$ cat src/rtl/lead_adv_pkg.sv
package lead_adv_pkg;

    localparam int HALL_W     = 3;
    localparam int CODE_W     = 4;
    localparam int BASE_STEPS = 8;   // 15 degrees expressed in 1.875-degree steps
    localparam int UNIT_SHIFT = 5;   // 60 degrees = 32 steps
    localparam int MULT_W     = CODE_W + 1;
    localparam int SYNC_BIT   = 2;   // Hall line whose edges latch/apply the code

    typedef logic [HALL_W-1:0] hall_t;
    typedef logic [CODE_W-1:0] code_t;
    typedef logic [MULT_W-1:0] mult_t;

    typedef enum logic {
        TMR_IDLE  = 1'b0,
        TMR_ARMED = 1'b1
    } tmr_state_t;

    typedef struct packed {
        logic  strobe;
        logic  adv;
        hall_t hall;
    } comm_evt_t;

    typedef struct packed {
        logic rise;
        logic fall;
    } sync_edges_t;

    function automatic mult_t step_mult(input code_t code);
        return mult_t'(BASE_STEPS) + mult_t'(code);
    endfunction

endpackage

$ cat src/rtl/hall_edge_tracker.sv
module hall_edge_tracker
    import lead_adv_pkg::*;
#(
    parameter int CNT_W = 16
) (
    input  logic              clk,
    input  logic              rst,
    input  hall_t             hall_in,
    output hall_t             hall_now,
    output logic              edge_evt,
    output sync_edges_t       sync_edges,
    output logic [CNT_W-1:0]  interval,
    output logic              interval_ok
);
    localparam logic [CNT_W-1:0] CNT_MAX = {CNT_W{1'b1}};

    hall_t            hall_s, hall_p;
    logic             fill1, primed, have_prev;
    logic [CNT_W-1:0] cnt;

    always_ff @(posedge clk) begin
        if (rst) begin
            hall_s    <= '0;
            hall_p    <= '0;
            fill1     <= 1'b0;
            primed    <= 1'b0;
            have_prev <= 1'b0;
            cnt       <= '0;
        end else begin
            hall_s <= hall_in;
            hall_p <= hall_s;
            fill1  <= 1'b1;
            primed <= fill1;
            if (edge_evt) begin
                cnt       <= '0;
                have_prev <= 1'b1;
            end else if (cnt != CNT_MAX) begin
                cnt <= cnt + 1'b1;
            end
        end
    end

    always_comb begin
        edge_evt        = primed && (hall_s != hall_p);
        sync_edges.rise = edge_evt && hall_s[SYNC_BIT] && !hall_p[SYNC_BIT];
        sync_edges.fall = edge_evt && !hall_s[SYNC_BIT] && hall_p[SYNC_BIT];
        hall_now        = hall_s;
        interval        = cnt + 1'b1;
        interval_ok     = have_prev && (cnt != CNT_MAX);
    end

endmodule

$ cat src/rtl/lead_code_latch.sv
module lead_code_latch
    import lead_adv_pkg::*;
(
    input  logic        clk,
    input  logic        rst,
    input  sync_edges_t sync_edges,
    input  code_t       code_in,
    input  logic        limit,
    output code_t       code_act,
    output code_t       code_eff
);
    code_t code_pend;
    code_t code_use;

    always_ff @(posedge clk) begin
        if (rst) begin
            code_pend <= '0;
            code_act  <= '0;
        end else begin
            if (sync_edges.rise) code_pend <= code_in;
            if (sync_edges.fall) code_act  <= code_pend;
        end
    end

    always_comb begin
        code_use = sync_edges.fall ? code_pend : code_act;
        code_eff = limit ? '0 : code_use;
    end

endmodule

$ cat src/rtl/advance_calc.sv
module advance_calc
    import lead_adv_pkg::*;
#(
    parameter int CNT_W = 16
) (
    input  logic [CNT_W-1:0] interval,
    input  code_t            code,
    output logic [CNT_W-1:0] delay
);
    localparam int SUM_W = CNT_W + UNIT_SHIFT;

    mult_t              mult;
    logic [SUM_W-1:0]   part [MULT_W];
    logic [SUM_W-1:0]   sum;
    logic [CNT_W-1:0]   adv;

    assign mult = step_mult(code);

    for (genvar i = 0; i < MULT_W; i++) begin : g_term
        assign part[i] = mult[i] ? (SUM_W'(interval) << i) : '0;
    end

    always_comb begin
        sum = '0;
        for (int i = 0; i < MULT_W; i++) sum = sum + part[i];
        adv   = sum[SUM_W-1:UNIT_SHIFT];
        delay = (interval > adv) ? (interval - adv) : '0;
    end

endmodule

$ cat src/rtl/commutation_timer.sv
module commutation_timer
    import lead_adv_pkg::*;
#(
    parameter int CNT_W = 16
) (
    input  logic             clk,
    input  logic             rst,
    input  logic             edge_evt,
    input  logic             use_adv,
    input  logic [CNT_W-1:0] delay,
    input  hall_t            hall_now,
    output comm_evt_t        evt,
    output logic             armed,
    output logic [CNT_W-1:0] timer
);
    tmr_state_t state;
    hall_t      pend_hall;

    always_ff @(posedge clk) begin
        if (rst) begin
            state     <= TMR_IDLE;
            timer     <= '0;
            pend_hall <= '0;
            evt       <= '0;
        end else begin
            evt.strobe <= 1'b0;
            if (edge_evt) begin
                if (use_adv && (delay != '0)) begin
                    state     <= TMR_ARMED;
                    timer     <= delay;
                    pend_hall <= hall_now;
                end else begin
                    state      <= TMR_IDLE;
                    timer      <= '0;
                    evt.strobe <= 1'b1;
                    evt.adv    <= 1'b0;
                    evt.hall   <= hall_now;
                end
            end else if (state == TMR_ARMED) begin
                if (timer == CNT_W'(1)) begin
                    state      <= TMR_IDLE;
                    timer      <= '0;
                    evt.strobe <= 1'b1;
                    evt.adv    <= 1'b1;
                    evt.hall   <= pend_hall;
                end else begin
                    timer <= timer - 1'b1;
                end
            end
        end
    end

    assign armed = (state == TMR_ARMED);

endmodule

$ cat src/rtl/lead_phase_advancer.sv
module lead_phase_advancer
    import lead_adv_pkg::*;
#(
    parameter int CNT_W = 16
) (
    input  logic       clk,
    input  logic       rst,
    input  logic [2:0] hall_in,
    input  logic       mode150,
    input  logic [3:0] lead_code,
    input  logic       lead_limit,
    output logic       comm_strobe,
    output logic [2:0] comm_hall,
    output logic       comm_advanced
);
    hall_t            hall_now;
    logic             edge_evt;
    sync_edges_t      sync_edges;
    logic [CNT_W-1:0] interval;
    logic             interval_ok;
    code_t            code_act;
    code_t            code_eff;
    logic [CNT_W-1:0] delay;
    logic             use_adv;
    comm_evt_t        evt;
    logic             tmr_armed;
    logic [CNT_W-1:0] tmr_count;

    hall_edge_tracker #(.CNT_W(CNT_W)) i_track (
        .clk         (clk),
        .rst         (rst),
        .hall_in     (hall_in),
        .hall_now    (hall_now),
        .edge_evt    (edge_evt),
        .sync_edges  (sync_edges),
        .interval    (interval),
        .interval_ok (interval_ok)
    );

    lead_code_latch i_code (
        .clk        (clk),
        .rst        (rst),
        .sync_edges (sync_edges),
        .code_in    (lead_code),
        .limit      (lead_limit),
        .code_act   (code_act),
        .code_eff   (code_eff)
    );

    advance_calc #(.CNT_W(CNT_W)) i_calc (
        .interval (interval),
        .code     (code_eff),
        .delay    (delay)
    );

    assign use_adv = mode150 && interval_ok;

    commutation_timer #(.CNT_W(CNT_W)) i_tmr (
        .clk      (clk),
        .rst      (rst),
        .edge_evt (edge_evt),
        .use_adv  (use_adv),
        .delay    (delay),
        .hall_now (hall_now),
        .evt      (evt),
        .armed    (tmr_armed),
        .timer    (tmr_count)
    );

    assign comm_strobe   = evt.strobe;
    assign comm_hall     = evt.hall;
    assign comm_advanced = evt.adv;

endmodule

$ cat config.mk
export PLATFORM = sky130hd
export DESIGN_NAME = lead_phase_advancer
export DESIGN_NICKNAME = d
export VERILOG_FILES = /design/src/rtl/lead_adv_pkg.sv /design/src/rtl/hall_edge_tracker.sv /design/src/rtl/lead_code_latch.sv /design/src/rtl/advance_calc.sv /design/src/rtl/commutation_timer.sv /design/src/rtl/lead_phase_advancer.sv
export SDC_FILE = /design/constraint.sdc
export NUM_CORES = 1
export LEC_CHECK = 0
export BUFFER_PORTS_ARGS = -buffer_cell sky130_fd_sc_hd__buf_2
export CORE_MARGIN = 5
export CORE_UTILIZATION = 45
export CTS_BUF_LIST = sky130_fd_sc_hd__clkbuf_4
export DETAILED_ROUTE_END_ITERATION = 16
export HOLD_SLACK_MARGIN = 0.1
export PLACE_DENSITY_LB_ADDON = 0.12
export RECOVER_POWER = 25
export REMOVE_ABC_BUFFERS = 1
export SLEW_MARGIN = 20
export SYNTH_ARGS = -nofsm -noshare
export SYNTH_HDL_FRONTEND = slang
export SYNTH_SLANG_ARGS = --single-unit
$ cat constraint.sdc
create_clock -name clk -period 9.28 [get_ports clk]
set_clock_uncertainty 0.2 [all_clocks]
set_input_delay 0.464 -clock clk [delete_from_list [all_inputs] [get_ports clk]]
set_output_delay 0.464 -clock clk [all_outputs]
set_load 0.05 [all_outputs]
Word level (Yosys, flattened, before mapping)
Cells that the tools add are included.
Cells by class
  add/subtract/negate cells: 8
  $mul: 0
  divide/modulo/power cells: 0
  magnitude comparators: 1
  eq/ne operators: 4
  shift-type cells: 0
  mux-type cells: 21
  bitwise gates (word level): 0
  reductions and logical operators: 16
Operators with widths (count)
  16-bit 2-to-1 mux: 6
  21-bit adder: 3
  21-bit by 20-bit adder with 21-bit output: 1
  20-bit 2-to-1 mux: 1
  5-bit 2-to-1 mux: 4
  19-bit 2-to-1 mux: 1
  18-bit 2-to-1 mux: 1
  17-bit 2-to-1 mux: 1
  16-bit by 1-bit adder with 16-bit output, second input constant: 1
  16-bit by 1-bit == test with 1-bit output, second input constant: 1
  16-bit > comparator: 1
  16-bit inequality test, second input constant: 1
  16-bit nonzero test: 1
  16-bit by 1-bit subtractor with 16-bit output, second input constant: 1
  16-bit subtractor: 1
  1-bit logical AND: 8
  4-bit 2-to-1 mux: 2
  4-bit by 4-bit adder with 5-bit output, first input constant: 1
  1-bit 2-to-1 mux: 5
  2-bit nonzero test: 2
  3-bit inequality test: 1
  3-bit AND reduction: 1
  1-bit logical NOT: 2
  2-bit inequality test, second input constant: 1
  other kinds (2): 2
Storage, ports and cells
  bits in registers: 58
  bits in latches: 0
  memory bits (writable): 0
  ROM bits: 0
  output and inout bits: 5
  logic and storage cells: 64
  memories kept: 0

Logic depth before layout (Yosys ltp)
  word-level depth: 18
  gate-level depth with buffers: 33
  depth with buffers taken out: 32

Cells and area by module
A second synthesis with hierarchy kept.
Second synthesis, totals
  cell total of the unflattened synthesis: 741
  area total of the unflattened synthesis: 6172.2 um^2
Modules (own cells, without submodules)
  advance_calc: times used 1, cells an instance 403, area an instance 3204.3 um^2, seq. area each 0.0 um^2
  commutation_timer: times used 1, cells an instance 177, area an instance 1496.4 um^2, seq. area each 500.5 um^2
  hall_edge_tracker: times used 1, cells an instance 129, area an instance 1166.1 um^2, seq. area each 500.5 um^2
  lead_code_latch: times used 1, cells an instance 31, area an instance 299.0 um^2, seq. area each 160.2 um^2
  lead_phase_advancer: times used 1, cells an instance 1, area an instance 6.3 um^2, seq. area each 0.0 um^2

Least setup slack after synthesis
Ideal clock, no wire load.
  path kind: register to register
  start point: register i_track.hall_s[2] (netlist: i_track.hall_now[2])
  end point: register i_tmr.timer[3]
  arrival: 7.620 ns
  required time: 9.001 ns
  slack: 1.380 ns
  cell stages (with the launch flop): 31
  buffers on the path: 3
  clock period less this slack: 7.900 ns
  cell sequence: dfxtp_1 > nand3b_4 > mux2i_1 > or2_2 > clkbuf_1 > clkbuf_1 > o21ai_0 > ha_1 > fa_1 > fa_1 > or4b_2 > or3_1 > fa_1 > nor2b_1 > o21a_1 > o21ai_0 > a21oi_1 > a41o_1 > o21ai_0 > nand2b_1 > xnor2_1 > ha_1 > buf_2 > and3_1 > a221o_1 > a221oi_2 > xor2_1 > and4b_2 > a21o_1 > o32a_1 > a211oi_2
Between the ends
  longest elaborated chain between the ends: 18
  elaborated cells between the ends (all ways): 25
  classes of those cells: 6 x add/sub; 1 x order compare; 1 x eq/ne; 10 x mux; 7 x reduce/logical
Ends and longest elaborated chain
  from (decl): line hall_edge_tracker.sv:17  | hall_t hall_s, hall_p;
  from (signal assigned): line hall_edge_tracker.sv:30  | hall_s <= hall_in;
  3-bit inequality test: line hall_edge_tracker.sv:44  | edge_evt = primed && (hall_s != hall_p);
  1-bit logical AND: line hall_edge_tracker.sv:44
  1-bit logical AND (2 in series): line hall_edge_tracker.sv:46  | sync_edges.fall = edge_evt && !hall_s[SYNC_BIT] && hall_p[SYNC_BIT];
  4-bit 2-to-1 mux: line lead_code_latch.sv:26  | code_use = sync_edges.fall ? code_pend : code_act;
  4-bit 2-to-1 mux: line lead_code_latch.sv:27  | code_eff = limit ? '0 : code_use;
  4-bit by 4-bit adder with 5-bit output: line lead_adv_pkg.sv:31  | return mult_t'(BASE_STEPS) + mult_t'(code);
  16-bit 2-to-1 mux or 17-bit 2-to-1 mux (tied branches): line advance_calc.sv:20  | assign part[i] = mult[i] ? (SUM_W'(interval) << i) : '0;
  21-bit adder (3 in series): line advance_calc.sv:25  | for (int i = 0; i < MULT_W; i++) sum = sum + part[i];
  21-bit by 20-bit adder with 21-bit output: line advance_calc.sv:25
  16-bit subtractor or 16-bit > comparator (tied branches): line advance_calc.sv:27  | delay = (interval > adv) ? (interval - adv) : '0;
  16-bit 2-to-1 mux: line advance_calc.sv:27
  16-bit nonzero test: line commutation_timer.sv:28  | if (use_adv && (delay != '0)) begin
  1-bit logical AND: line commutation_timer.sv:28
  16-bit 2-to-1 mux: line commutation_timer.sv:28
  16-bit 2-to-1 mux: line commutation_timer.sv:27  | if (edge_evt) begin
  to (signal assigned): line commutation_timer.sv:30  | timer <= delay;
  to (signal assigned): line commutation_timer.sv:47  | timer <= timer - 1'b1;
  to (decl): line commutation_timer.sv:14  | output logic [CNT_W-1:0] timer
Parallel ways exist; a longest one is shown, timed or not.
A chain may end at the register's enable or synchronous reset.

Final worst setup path
  start point: register i_track.hall_s[2] (netlist: i_track.hall_now[2])
  end point: register i_tmr.pend_hall[1]
Between the ends
  longest elaborated chain between the ends: 17
  elaborated cells between the ends (all ways): 23
  classes of those cells: 6 x add/sub; 1 x order compare; 1 x eq/ne; 8 x mux; 7 x reduce/logical
Ends and longest elaborated chain
  3-bit inequality test: line hall_edge_tracker.sv:44
  1-bit logical AND: line hall_edge_tracker.sv:44
  1-bit logical AND (2 in series): line hall_edge_tracker.sv:46
  4-bit 2-to-1 mux: line lead_code_latch.sv:26
  4-bit 2-to-1 mux: line lead_code_latch.sv:27
  4-bit by 4-bit adder with 5-bit output: line lead_adv_pkg.sv:31
  16-bit 2-to-1 mux or 17-bit 2-to-1 mux (tied branches): line advance_calc.sv:20
  21-bit adder (3 in series): line advance_calc.sv:25
  21-bit by 20-bit adder with 21-bit output: line advance_calc.sv:25
  16-bit subtractor or 16-bit > comparator (tied branches): line advance_calc.sv:27
  16-bit 2-to-1 mux: line advance_calc.sv:27
  16-bit nonzero test: line commutation_timer.sv:28
  1-bit logical AND: line commutation_timer.sv:28
  2-bit AND reduction (no source line) *
  to (signal assigned): line commutation_timer.sv:31  | pend_hall <= hall_now;
  to (decl): line commutation_timer.sv:17  | hall_t pend_hall;
Mark *: on every way between the ends. The rest lies on a longest branch, timed or not.

==> metrics.csv <==
metric;value;unit
cell count after synthesis;719;
drt drc;0;
switching share of power;0.328;
Nets;812;
Slew Limit Fails;39;
filler instances;1276;
Logic pwr share;0.256;
status;complete, but fails checks;
die width;124;µm
Final min period;8.39;ns
PostCTS Resize Cnt;0;
routed len/inst;15.0;µm
Mean Syn Cell Area;8.12;µm²
max-cap violations;1;
# IOs;16;
Fin. Hold Viols;0;
fmax;119;MHz
via count;5015;
drt pass-1 iters;5;
area grow syn2layout;7.12;%
Psw;234;µW
total negative slack;0;ns
Pint;478;µW
Worst EP arrival;8.46;ns
Rows;41;
endpoint class of the critical path;flop;
Placed Instances;870;
WL final;13500;µm
P_leak;2.98;nW
Post CTS Setup Buffer Count;0;
PwrDens;114;nW/µm²
Final ANT Viol Nets;0;
Storage cell area;1160;µm²
total power;711;µW
clk buf depth;2;
clock share of power;0.357;
worst slack after detailed placement;0.958;ns
actual slew at the worst max-slew pin;1.69;ns
EDFF count, synth;0;
chip height;124;µm
GRT Total Usage;0.190;
share of layout cells above drive strength 1;0.0846;
Most common cell on crit path;fa_1;
total die area;15400;µm²
final setup vio count;0;
register area share after synthesis;0.199;
largest net degree at the start of global routing;39;
post-route setup slack;0.886;ns
Most used DFF post-synth;dfxtp_1;
synth warn;0;
total CTS buffers;9;
Critical-path top delay cell;or4b_2;
vias in the first global route;5045;
Clock Root Buffer;clkbuf_4;
initial antenna violation count;1;
H-Tree Level Count;3;
Yosys reg bits;58;
fin cells;894;
GPL Wtd Cong;0.831;
crit-path max cell delay;0.63;ns
global route total overflow;0;
count of cell types in the netlist;74;
Hold Slack;0.261;ns
number of port buffers;15;
multi-input logic area;4290;µm²
critical-path maximum fanout;17;
Critical Path Start Type;flop;
first-pass GRT wire length;23700;µm
critical path required time;9.34;ns
min-delay worst type;reg -> reg;
CTS tree;built;
failing checks;capacitance limit, slew limit;
asr flop ratio synth;0;
CTS sink cnt;58;
DR iter-0 viols;330;
post-synthesis cell area;5840;µm²
worst-skew pair later-pin latency;0.43;ns
unrepaired setup endpoints after global routing;no;
WS Path Type;reg -> reg;
FF-to-FF path depth;27;
Rel. slew slack;-0.129;
peak supply drop;58.2;µV
initial cell density of the core;0.461;
placed wire-length estimate;10400;µm
CTS hold repair buffers;7;
hold depth;1;
via density per instance;5.61;
core area;12700;µm²
Sequential Power Share;0.388;
Final period util;0.905;
Clk pin slew, worst setup/hold paths;0.12;ns
-- cells in the mapped netlist (all sizes together), types with 6 or more instances --
master | number | share of area
nand2b | 9 | 0.0096
ha | 54 | 0.12
nor2b | 13 | 0.014
xnor2 | 28 | 0.042
xor2 | 22 | 0.033
nand2 | 42 | 0.027
dfxtp | 58 | 0.20
a211oi | 8 | 0.012
nand3b | 8 | 0.012
nand4 | 7 | 0.0075
nor2 | 91 | 0.059
and2 | 7 | 0.0079
or3 | 7 | 0.0075
a21o | 10 | 0.013
nand3 | 14 | 0.012
o21a | 6 | 0.0077
and3 | 11 | 0.012
inv | 60 | 0.039
a21oi | 53 | 0.047
buf | 6 | 0.0064
o21ai | 27 | 0.023
mux2i | 20 | 0.036
clkbuf | 33 | 0.021
fa | 31 | 0.11
nor3 | 21 | 0.021
a31oi | 7 | 0.0075
-- state kept, by name, indices dropped and copies added (netlist names) --
| register | flops |
|---|---|
| i_track.fill1 | 1 |
| i_track.primed | 1 |
| i_track.hall_p | 3 |
| i_tmr.pend_hall | 3 |
| i_track.hall_now | 3 |
| i_track.cnt | 16 |
| i_code.code_pend | 4 |
| i_code.code_act | 4 |
| i_tmr.timer | 16 |
| i_track.have_prev | 1 |
| i_tmr.evt | 5 |
| i_tmr.armed | 1 |
-- metrics by stage --
stage	utilization	instance area (µm²)
detailed placement	0.473	5990
CTS	0.493	6250
global placement	0.473	5990
global route	0.494	6250
floorplan	-	5680
finish	0.494	6250
-- logic make-up (layout without fill, tap and decap cells) --
logic type,Yosys count,count (layout),share of synthesized area
AO/OA/AOI/OAI,153,153,0.180
XOR/XNOR,50,50,0.0750
adder cells (fa/ha/maj),85,85,0.222
buffers and inverters,99,101,0.0662
flip-flops,58,58,0.199
multiplexers,21,21,0.0390
other,1,2,0.000642
AND/OR/NAND/NOR,252,252,0.218
-- cell type report --
class | count | area share
Sequential cell | 58 | 0.186
Clock buffer | 9 | 0.0108
Multi-Input combinational cell | 562 | 0.686
Clock inverter | 7 | 0.0200
Antenna cell | 1 | 0.000400
Timing Repair Buffer | 25 | 0.0266
Tap cell | 172 | 0.0344
Inverter | 60 | 0.0360
-- worst max-delay path: cells and delay by family, from the launching register on --
kind,cells,cell delay [ns]
AOI/OAI and AO/OA,9,2.13
muxes,2,0.54
adders and majority gates,5,2.19
xor gates and xnor gates,2,0.27
and+or+nand+nor,9,2.45
DFF,1,0.45
-- placed cells by master, fill, tap and decap left out, types with 3 or more instances in the layout --
| cell type | instances |
|---|---|
| nand2b_1 | 9 |
| o211a_1 | 3 |
| and4_1 | 3 |
| a31oi_1 | 7 |
| o221ai_1 | 5 |
| o21ai_0 | 22 |
| dfxtp_1 | 58 |
| nor2_1 | 91 |
| or2_2 | 5 |
| or3_1 | 7 |
| bufinv_16 | 3 |
| nand3b_1 | 7 |
| and3_1 | 11 |
| mux2i_1 | 19 |
| nor2b_1 | 13 |
| and2_1 | 6 |
| xnor2_1 | 28 |
| nor4_1 | 5 |
| a211oi_1 | 6 |
| nand2_1 | 42 |
| ha_1 | 54 |
| fa_1 | 31 |
| inv_1 | 60 |
| nor3_1 | 18 |
| nor3_2 | 3 |
| o21ai_1 | 5 |
| buf_4 | 3 |
| a21oi_1 | 51 |
| clkinv_4 | 3 |
| a21o_1 | 10 |
| o21a_1 | 6 |
| nand4_1 | 7 |
| nand3_1 | 14 |
| xor2_1 | 22 |
| buf_2 | 14 |
| clkbuf_4 | 9 |
| dlygate4sd3_1 | 7 |
-- power by group through the flow --
stage	Sequential (mW)	Clock, mW	Combinational (mW)
after CTS	0.276	0.262	0.181
after detailed placement	0.281	0	0.178
final	0.276	0.254	0.182
after global placement	0.281	0	0.177
after floorplan	0.280	0	0.135
after global routing	0.278	0.270	0.202
-- per-layer routing --
metal / routed length [µm] / vias to the layer above / global-route usage
met5: 0 / - / 0
met4: 239 / 0 / 0.0541
met3: 562 / 19 / 0.0232
met2: 6200 / 114 / 0.321
met1: 6440 / 2397 / 0.256
li1: - / 2485 / -
-- worst paths after layout --
path	from	endpoint	slack, ns
hold / removal	i_track.fill1$_DFF_P_	i_track.primed$_SDFF_PP0_	0.26
hold reg to reg	i_track.fill1$_DFF_P_	i_track.primed$_SDFF_PP0_	0.26
setup / recovery	i_track.hall_now[2]$_SDFF_PP0_	i_tmr.pend_hall[1]$_SDFFE_PP0P_	0.89
setup reg to reg	i_track.hall_now[2]$_SDFF_PP0_	i_tmr.pend_hall[1]$_SDFFE_PP0P_	0.89
Note: power is estimated with default switching activity, not from simulation.
